File: src/rtl/gm_pkg.sv
// Shared types for the gated meter: sequencer states and the latched control word.
package gm_pkg;
    typedef enum logic [2:0] {
        ST_IDLE, ST_WAIT, ST_GATE, ST_ARM, ST_SPAN, ST_DONE
    } gm_state_e;

    typedef struct packed {
        logic [1:0] src;
        logic [1:0] gate;
        logic       run;
        logic       bias;
    } gm_ctl_t;
endpackage

File: src/rtl/gm_edge_src.sv
// Rising-edge detection on both inputs and the high-band divide-by-two.
// Assumes both inputs are already synchronised to clk.
module gm_edge_src (
    input  logic clk,
    input  logic rst_n,
    input  logic hb_in,
    input  logic lb_in,
    input  logic use_hb,
    input  logic restart,
    output logic ev_freq,
    output logic lb_rise
);
    logic hb_d, lb_d, half;
    logic hb_rise;

    assign hb_rise = hb_in & ~hb_d;
    assign lb_rise = lb_in & ~lb_d;
    // divider emits on every second high-band edge
    assign ev_freq = use_hb ? (hb_rise & half) : lb_rise;

    // previous-value registers for edge detection
    always_ff @(posedge clk) begin
        if (!rst_n) begin
            hb_d <= 1'b0;
            lb_d <= 1'b0;
        end else begin
            hb_d <= hb_in;
            lb_d <= lb_in;
        end
    end

    // divide-by-two phase, cleared at gate open
    always_ff @(posedge clk) begin
        if (!rst_n || restart) half <= 1'b0;
        else if (hb_rise)      half <= ~half;
    end

    a_r3_half_toggles: assert property (@(posedge clk) disable iff (!rst_n)
        (hb_rise && !restart) |=> (half != $past(half)));
endmodule

File: src/rtl/gm_win_timer.sv
// Counts millisecond strobes up to a length; pulses expire on the last one.
// Assumes len >= 1 and stays constant while run is high.
module gm_win_timer #(
    parameter int TMR_W = 8
) (
    input  logic             clk,
    input  logic             rst_n,
    input  logic             clear,
    input  logic             run,
    input  logic             strobe,
    input  logic [TMR_W-1:0] len,
    output logic             expire
);
    logic [TMR_W-1:0] cnt;

    assign expire = run && strobe && (cnt == len - 1'b1);

    // strobe counter, restarted on clear or expiry
    always_ff @(posedge clk) begin
        if (!rst_n || clear || expire) cnt <= '0;
        else if (run && strobe)        cnt <= cnt + 1'b1;
    end

    a_r4_cnt_bound: assert property (@(posedge clk) disable iff (!rst_n)
        (run && !clear) |-> (cnt < len));
endmodule

File: src/rtl/gm_seq.sv
// Measurement sequencer: wait, then gate (frequency) or arm and span (period),
// then done. Produces the count increment, divider restart and done flag.
// Assumes ctl already holds the word latched by the previous load.
module gm_seq
    import gm_pkg::*;
#(
    parameter int TMR_W      = 8,
    parameter int GATE_0     = 4,
    parameter int GATE_1     = 8,
    parameter int GATE_2     = 32,
    parameter int GATE_3     = 64,
    parameter int WAIT_SHORT = 4,
    parameter int WAIT_LONG  = 8,
    parameter int WAIT_FAST  = 2
) (
    input  logic    clk,
    input  logic    rst_n,
    input  logic    load,
    input  logic    run_new,
    input  gm_ctl_t ctl,
    input  logic    ms_strobe,
    input  logic    ref_tick,
    input  logic    ev_freq,
    input  logic    lb_rise,
    output logic    inc,
    output logic    restart,
    output logic    done
);
    gm_state_e        state;
    logic             pcnt;
    logic             period_md;
    logic             tmr_exp;
    logic             tmr_run;
    logic [TMR_W-1:0] gate_len, wait_len, tmr_len;

    assign period_md = (ctl.src == 2'b00);

    // gate and wait lengths in strobes
    always_comb begin
        case (ctl.gate)
            2'b00:   gate_len = TMR_W'(GATE_0);
            2'b01:   gate_len = TMR_W'(GATE_1);
            2'b10:   gate_len = TMR_W'(GATE_2);
            default: gate_len = TMR_W'(GATE_3);
        endcase
        if (ctl.bias)         wait_len = TMR_W'(WAIT_FAST);
        else if (ctl.gate[1]) wait_len = TMR_W'(WAIT_LONG);
        else                  wait_len = TMR_W'(WAIT_SHORT);
    end

    assign tmr_run = (state == ST_WAIT) || (state == ST_GATE);
    assign tmr_len = (state == ST_GATE) ? gate_len : wait_len;

    gm_win_timer #(.TMR_W(TMR_W)) u_tmr (
        .clk    (clk),
        .rst_n  (rst_n),
        .clear  (load),
        .run    (tmr_run),
        .strobe (ms_strobe),
        .len    (tmr_len),
        .expire (tmr_exp)
    );

    // phase sequencing
    always_ff @(posedge clk) begin
        if (!rst_n) begin
            state <= ST_IDLE;
            pcnt  <= 1'b0;
        end else if (load) begin
            state <= run_new ? ST_WAIT : ST_IDLE;
            pcnt  <= 1'b0;
        end else begin
            case (state)
                ST_WAIT: if (tmr_exp) state <= period_md ? ST_ARM : ST_GATE;
                ST_GATE: if (tmr_exp) state <= ST_DONE;
                ST_ARM:  if (lb_rise) begin
                    state <= ST_SPAN;
                    pcnt  <= 1'b0;
                end
                ST_SPAN: if (lb_rise) begin
                    if (pcnt == ctl.gate[1]) state <= ST_DONE;
                    else                     pcnt  <= 1'b1;
                end
                default: state <= state;
            endcase
        end
    end

    assign restart = (state == ST_WAIT) && tmr_exp;
    assign inc     = ((state == ST_GATE) && ev_freq) || ((state == ST_SPAN) && ref_tick);
    assign done    = (state == ST_DONE);

    a_r10_done_sticky: assert property (@(posedge clk) disable iff (!rst_n)
        (done && !load) |=> done);
    a_r5_span_needs_period: assert property (@(posedge clk) disable iff (!rst_n)
        (state == ST_SPAN) |-> (ctl.src == 2'b00));
endmodule

File: src/rtl/gate_meter.sv
// Top of the gated frequency/period meter: latches the control word on load,
// keeps the result register (clear, fresh start or integrate) and drives the
// pull-down request. Assumes hb_in/lb_in are synchronous to clk.
module gate_meter
    import gm_pkg::*;
#(
    parameter int CNT_W      = 20,
    parameter int TMR_W      = 8,
    parameter int GATE_0     = 4,
    parameter int GATE_1     = 8,
    parameter int GATE_2     = 32,
    parameter int GATE_3     = 64,
    parameter int WAIT_SHORT = 4,
    parameter int WAIT_LONG  = 8,
    parameter int WAIT_FAST  = 2
) (
    input  logic             clk,
    input  logic             rst_n,
    input  logic             ref_tick,
    input  logic             ms_strobe,
    input  logic             hb_in,
    input  logic             lb_in,
    input  logic             ctl_load,
    input  logic [1:0]       ctl_src,
    input  logic [1:0]       ctl_gate,
    input  logic             ctl_run,
    input  logic             ctl_hold_bias,
    output logic [CNT_W-1:0] meas_count,
    output logic             meas_done,
    output logic             in_pulldown
);
    gm_ctl_t ctl_q;
    logic    ev_freq, lb_rise, inc, restart;

    // control word latch
    always_ff @(posedge clk) begin
        if (!rst_n)        ctl_q <= '0;
        else if (ctl_load) ctl_q <= '{src: ctl_src, gate: ctl_gate, run: ctl_run, bias: ctl_hold_bias};
    end

    gm_edge_src u_edge (
        .clk     (clk),
        .rst_n   (rst_n),
        .hb_in   (hb_in),
        .lb_in   (lb_in),
        .use_hb  (ctl_q.src[1]),
        .restart (restart),
        .ev_freq (ev_freq),
        .lb_rise (lb_rise)
    );

    gm_seq #(
        .TMR_W(TMR_W), .GATE_0(GATE_0), .GATE_1(GATE_1), .GATE_2(GATE_2),
        .GATE_3(GATE_3), .WAIT_SHORT(WAIT_SHORT), .WAIT_LONG(WAIT_LONG),
        .WAIT_FAST(WAIT_FAST)
    ) u_seq (
        .clk       (clk),
        .rst_n     (rst_n),
        .load      (ctl_load),
        .run_new   (ctl_run),
        .ctl       (ctl_q),
        .ms_strobe (ms_strobe),
        .ref_tick  (ref_tick),
        .ev_freq   (ev_freq),
        .lb_rise   (lb_rise),
        .inc       (inc),
        .restart   (restart),
        .done      (meas_done)
    );

    // result register: stop clears, fresh start clears, repeat start integrates
    always_ff @(posedge clk) begin
        if (!rst_n)                                   meas_count <= '0;
        else if (ctl_load && (!ctl_run || !ctl_q.run)) meas_count <= '0;
        else if (!ctl_load && inc)                    meas_count <= meas_count + 1'b1;
    end

    assign in_pulldown = !ctl_q.bias && !ctl_q.run;

    a_r6_stop_clears: assert property (@(posedge clk) disable iff (!rst_n)
        (ctl_load && !ctl_run) |=> (meas_count == '0 && !meas_done));
    a_r7_fresh_start: assert property (@(posedge clk) disable iff (!rst_n)
        (ctl_load && ctl_run && !ctl_q.run) |=> (meas_count == '0));
    a_r10_count_frozen: assert property (@(posedge clk) disable iff (!rst_n)
        (meas_done && !ctl_load) |=> $stable(meas_count));
    a_r11_bias_no_pull: assert property (@(posedge clk) disable iff (!rst_n)
        (ctl_load && ctl_hold_bias) |=> !in_pulldown);
endmodule

File: config.mk
export PLATFORM = sky130hd
export DESIGN_NAME = gate_meter
export DESIGN_NICKNAME = d
export VERILOG_FILES = /design/src/rtl/gm_pkg.sv /design/src/rtl/gm_edge_src.sv /design/src/rtl/gm_win_timer.sv /design/src/rtl/gm_seq.sv /design/src/rtl/gate_meter.sv
export SDC_FILE = /design/constraint.sdc
export NUM_CORES = 1
export LEC_CHECK = 0
export ABC_AREA = 0
export BUFFER_PORTS_ARGS = -buffer_cell sky130_fd_sc_hd__buf_2
export CAP_MARGIN = 20
export CORE_MARGIN = 2
export CORE_UTILIZATION = 40
export CTS_CLUSTER_DIAMETER = 120
export CTS_CLUSTER_SIZE = 16
export DETAILED_ROUTE_END_ITERATION = 8
export HOLD_SLACK_MARGIN = 0.05
export SYNTH_ARGS = -nofsm -noshare
export SYNTH_HDL_FRONTEND = slang
export SYNTH_SLANG_ARGS = --single-unit
File: constraint.sdc
create_clock -name clk -period 5.25 [get_ports clk]
set_input_delay 0.525 -clock clk [delete_from_list [all_inputs] [get_ports clk]]
set_output_delay 0.525 -clock clk [all_outputs]
set_load 0.05 [all_outputs]
# Yosys cells after proc, flatten, opt, wreduce, memory -nomap -nowiden
# Index checks and enable logic that the tools add are counted.
[totals]
input_bits = 13
word_cells = 83
register_bits = 41
output_inout_bits = 22
[classes]
bitwise_logic = 7
muxes = 18
reduce_logical = 27
n_addsub = 3
n_eq_ne = 17
[ops]
columns = ["cell", "n"]
rows = [
  ["one-hot mux 7 bit (3 select lines)", 1],
  ["adder 20 x 1 -> 20 bit (second input constant)", 1],
  ["two-way mux 3 bit", 6],
  ["two-way mux 8 bit", 2],
  ["one-hot mux 3 bit (4 select lines)", 1],
  ["!= test 3 x 2 -> 1 bit (second input constant)", 3],
  ["adder 8 x 1 -> 8 bit (second input constant)", 1],
  ["equality test 8 bit", 1],
  ["logical AND 1 bit", 8],
  ["subtractor 8 x 1 -> 8 bit (second input constant)", 1],
  ["equality test 3 x 2 -> 1 bit (second input constant)", 2],
  ["equality test 3 bit (second input constant)", 2],
  ["logical OR 1 bit", 6],
  ["two-way mux 1 bit", 6],
  ["!= test 2 bit (second input constant)", 3],
  ["!= test 3 bit (second input constant)", 2],
  ["AND reduction 6 bit", 1],
  ["zero test 1 bit", 5],
  ["nonzero test 5 bit", 1],
  ["zero test 2 bit", 2],
  ["two-way mux 4 bit", 1],
  ["inverter 1 bit", 4],
  ["AND reduction 4 bit", 1],
  ["OR reduction 2 bit", 2],
  ["7 further kinds", 9],
]

# Logic depth before layout (Yosys ltp)
[logic_depth]
depth_word = 9
ltp_mapped = 11
depth_no_buf = 10

# Hierarchy
# From an unflattened synthesis, not the netlist that was laid out.
[unflattened]
cells_unflattened = 278
hier_area_um2 = 2347.3
[by_module_without_submodules]
columns = ["module", "seq_area_each_um2", "instances", "cells_each", "area_per_inst_um2"]
rows = [
  ["gate_meter", 520.5, 1, 134, 1217.4],
  ["gm_win_timer", 160.2, 1, 80, 658.1],
  ["gm_seq", 80.1, 1, 52, 342.8],
  ["gm_edge_src", 60.1, 1, 12, 128.9],
]

# Least setup slack after synthesis
# No wires, ideal clock.
[synth_timing]
kind = "register -> register"
startpoint = "register u_seq.state[2]"
endpoint = "register u_seq.u_tmr.cnt[3]"
setup_ns = 0.120
t_arrival_ns = 2.111
path_stages_with_launch = 11
n_path_buf = 1
path_slack_ns = 3.019
synth_period_minus_slack_ns = 2.231
t_required_ns = 5.130
cell_sequence = "dfxtp_1 -> buf_4 -> nor3b_2 -> a22o_2 -> ha_1 -> xnor2_1 -> nor4_4 -> o2111ai_4 -> nor2_1 -> nor4b_1 -> o21bai_1"
[synth_between]
elab_chain_cells = 6
elab_cells_between_ends = 9
classes_between = "add/sub (1); eq/ne (3); mux (1); reduce/logical (4)"
[synth_rtl]
columns = ["element", "line", "rtl"]
rows = [
  ["start: declaration", "gm_seq.sv:29", "gm_state_e state;"],
  ["start signal: assignment", "gm_seq.sv:70", "state <= run_new ? ST_WAIT : ST_IDLE;"],
  ["start signal: assignment", "gm_seq.sv:74", "ST_WAIT: if (tmr_exp) state <= period_md ? ST_ARM : ST_GATE;"],
  ["start signal: assignment", "gm_seq.sv:84", "default: state <= state;"],
  ["equality test 3 x 2 -> 1 bit", "gm_seq.sv:51, gm_seq.sv:52", ""],
  ["two-way mux 8 bit", "gm_seq.sv:52", "assign tmr_len = (state == ST_GATE) ? gate_len : wait_len;"],
  ["subtractor 8 x 1 -> 8 bit", "gm_win_timer.sv:16", "assign expire = run && strobe && (cnt == len - 1'b1);"],
  ["equality test 8 bit", "gm_win_timer.sv:16", ""],
  ["logical AND 1 bit", "gm_win_timer.sv:16", ""],
  ["logical OR 1 bit", "gm_win_timer.sv:20", "if (!rst_n || clear || expire) cnt <= '0;"],
  ["end signal: assignment", "gm_win_timer.sv:21", "else if (run && strobe) cnt <= cnt + 1'b1;"],
  ["end: declaration", "gm_win_timer.sv:14", "logic [TMR_W-1:0] cnt;"],
]
# Parallel ways exist; a longest one is shown, timed or not.
# A chain may end at the register's enable or synchronous reset.

# Worst setup path in the final report
[layout_timing]
startpoint = "register u_seq.state[1]"
endpoint = "register u_seq.u_tmr.cnt[3]"
# Same word-level chain as after synthesis.

==> impl_metrics.env <==
export IMPL_status="finished, final reports clean"
export IMPL_finalSetupViolCount=0
export IMPL_dp_hpwl_mm=3.08
export IMPL_synthTopCellsByCount="41 x dfxtp_1, 35 x nor2_1, 21 x nand2_1"
export IMPL_ios=35
export IMPL_synth_cells=246
export IMPL_worst_pin_slew_ns=0.669
export IMPL_final_layout_size_suffix_gt1_share_pct=18.8
export IMPL_antenna_left=0
export IMPL_wirelength_mm=4.24
export IMPL_synth_seq_area_share_pct=38.3
export IMPL_rsz0062_at_grt="false"
export IMPL_finalCritPeriodShare_pct=48.9
export IMPL_cts_resized=0
export IMPL_synth_nets=262
export IMPL_start_util_pct=41.7
export IMPL_drcViolationCount=0
export IMPL_clock_latency_ns=0.30
export IMPL_ir_drop_uv=209
export IMPL_ys_top_cells_by_area="dfxtp_1 38%, xor2_1 8.2%, nor2_1 6.1%"
export IMPL_die_y_um=77.2
export IMPL_fmax_mhz=389
export IMPL_syn2layout_area_growth_pct=14.0
export IMPL_yosysWarningCount=0
export IMPL_yosys_area_top_type="dfxtp_1"
export IMPL_grt_overflow_total=0
export IMPL_dieArea_sq_um=5950
export IMPL_finalNetCount=292
export IMPL_clock_sinks=41
export IMPL_antenna_found_initial=0
export IMPL_fin_hold_ws_ns=0.453
export IMPL_synth_top_area_share_pct=38.3
export IMPL_met1_usage_pct=20.8
export IMPL_grt_pass1_wl_mm=7.77
export IMPL_synthAdderAreaFrac_pct=1.75
export IMPL_grt_usage_pct=16.2
export IMPL_p_per_area_nw_per_um2=239
export IMPL_cts_root_buf="clkbuf_8"
export IMPL_num_antenna_cells=0
export IMPL_use_met3_pct=4.24
export IMPL_maxCapViolations=0
export IMPL_post_route_min_period_ns=2.57
export IMPL_cp_data_arrival_time_ns=2.75
export IMPL_gp_congestion=0.783
export IMPL_slew_headroom_pct=55.3
export IMPL_critPathCaptureType="flop"
export IMPL_cts_max_level=2
export IMPL_ys_flop_type="dfxtp_1"
export IMPL_cp_start_kind="flop"
export IMPL_hold_path_class="input pin to flop"
export IMPL_path_class="flop to flop"
export IMPL_required_ns=5.43
export IMPL_skew_ns=0.00713
export IMPL_wire_per_inst_um=12.3
export IMPL_regArea_sq_um=821
export IMPL_cts_tree="done"
export IMPL_synthSimpleGateAreaFrac_pct=30.5
export IMPL_io_buffers=34
export IMPL_fill_cells=540
export IMPL_path_max_fanout=12
export IMPL_gr_usage_met2_pct=25.9
export IMPL_rows=26
export IMPL_slew_viol_final=0
export IMPL_synth_top_family_by_area="simple AND/OR/NAND/NOR gates"
export IMPL_hold_viol=0
export IMPL_cts_buffer_depth=2
export IMPL_cts_made_buffers=5
export IMPL_p_leak_nw=0.948
export IMPL_syn_area_sq_um=2140
export IMPL_first_pass_iters=4
export IMPL_top_usage_layer="met2"
export IMPL_yosys_mux_area_fraction_pct=4.21
export IMPL_die_x_um=77.2
export IMPL_cts_post_setup_buffers_inserted=0
export IMPL_avgSynthCellArea_sq_um=8.70
export IMPL_path_clk_slew_ns=0.08
export IMPL_finish_utilization_pct=47.5
export IMPL_vias_per_cell=4.98
export IMPL_grt_pass1_vias=1690
export IMPL_ys_ff_latch=41
export IMPL_drt_iter0_drc=80
export IMPL_synth_edf_count=0
export IMPL_layoutNonFillerInstCount=346
export IMPL_setup_tns_ns=0
export IMPL_core_area_sq_um=5140
export IMPL_grt_max_degree=21
export IMPL_synth_xor_area_share_pct=12.6
export IMPL_hold_buffers=0
export IMPL_multiInputGateArea_sq_um=1250
export IMPL_synth_distinct_cells=48
export IMPL_dp_cells=339
export IMPL_via_count=1723
export IMPL_synth_compound_area_share_pct=9.29
export IMPL_synth_most_common_cell="dfxtp_1"
export IMPL_async_reset_ff_share_pct=0
-- area by class of cell --
type,instances,area share (%)
Clock buffer,6,3.38
Clock inverter,1,0.308
Inverter,6,0.923
Multi-Input combinational cell,188,51.2
Sequential cell,41,33.6
Tap cell,70,3.59
Timing Repair Buffer,34,6.97
-- critical path, stage by stage (launching register included) --
cell and delay (ns):
dfxtp_1 0.55, nor3b_2 0.36, a22o_2 0.25, ha_1 0.25
xnor2_1 0.15, nor4_4 0.26, o2111ai_4 0.23, nor2_1 0.18
nor4b_1 0.07, o21bai_1 0.16
-- metal layers --
metal  wire, um  vias up  share of wire, %
li1           -      899                 -
met1       2130      794                50
met2       1890       24                45
met3        144        6               3.4
met4         71        0               1.7
met5          0        -                 0
-- metrics by stage --
stage | setup WS [ns] | cell area [sq um] | power, mW
after floorplan | 3.02 | 2140 | 0.362
after global placement | 2.74 | 2350 | 0.375
after detailed placement | 2.67 | 2350 | 0.375
after CTS | 2.66 | 2440 | 0.591
after global routing | 2.38 | 2440 | 0.610
final | 2.68 | 2440 | 0.582
-- placed cells by master (no fill, tap or decap), types with 2 or more instances in the layout --
master,synthesis,routed
and2_1,4,4
inv_1,6,6
nand2b_1,4,4
a31oi_1,2,2
nor3_1,3,3
ha_1,3,3
a21oi_2,2,2
o211ai_1,2,2
nand2_1,21,21
dfxtp_1,41,41
nor2b_1,10,10
nor3b_1,2,2
nand3_1,14,14
a21oi_1,4,4
buf_2,0,34
xor2_1,20,20
or3_1,3,3
nand4_1,10,10
xnor2_1,9,9
clkbuf_8,0,6
and4_1,2,2
o21ai_0,5,5
mux2i_1,9,9
nor2_1,35,35
-- path summary, 6_finish.rpt --
kind,from,to,slack (ns),cells past startpoint
setup / recovery,u_seq.state[1]$_SDFFE_PN0P_,u_seq.u_tmr.cnt[3]$_SDFFE_PP0P_,2.68,9
hold / removal,lb_in,u_edge.lb_d$_SDFF_PN0_,0.45,2
setup reg to reg,u_seq.state[1]$_SDFFE_PN0P_,u_seq.u_tmr.cnt[3]$_SDFFE_PP0P_,2.68,9
hold reg to reg,u_seq.pcnt$_SDFFE_PP0P_,u_seq.pcnt$_SDFFE_PP0P_,0.51,2
-- kinds of logic (layout without fill, tap and decap cells) --
logic type | after synthesis | after routing
buffers and inverters | 17 | 47
adders and majority gates | 3 | 3
DFF | 41 | 41
xor gates and xnor gates | 30 | 30
AOI/OAI and AO/OA | 26 | 26
muxes | 9 | 9
and+or+nand+nor | 120 | 120
-- flip-flops by register name (all words and copies together) (netlist names) --
register and cells:
ctl_q 6, meas_count 20, u_edge.half 1, u_edge.hb_d 1, u_edge.lb_d 1, u_seq.pcnt 1, u_seq.state 3, u_seq.u_tmr.cnt 8
-- where the power goes --
group	switching, mW	leakage, nW	total, mW	internal (mW)
Combinational	0.0260	0.572	0.0447	0.0186
Sequential	0.00650	0.332	0.322	0.316
Clock	0.111	0.0433	0.215	0.104
No activity file was read; power rests on OpenSTA's default activity.
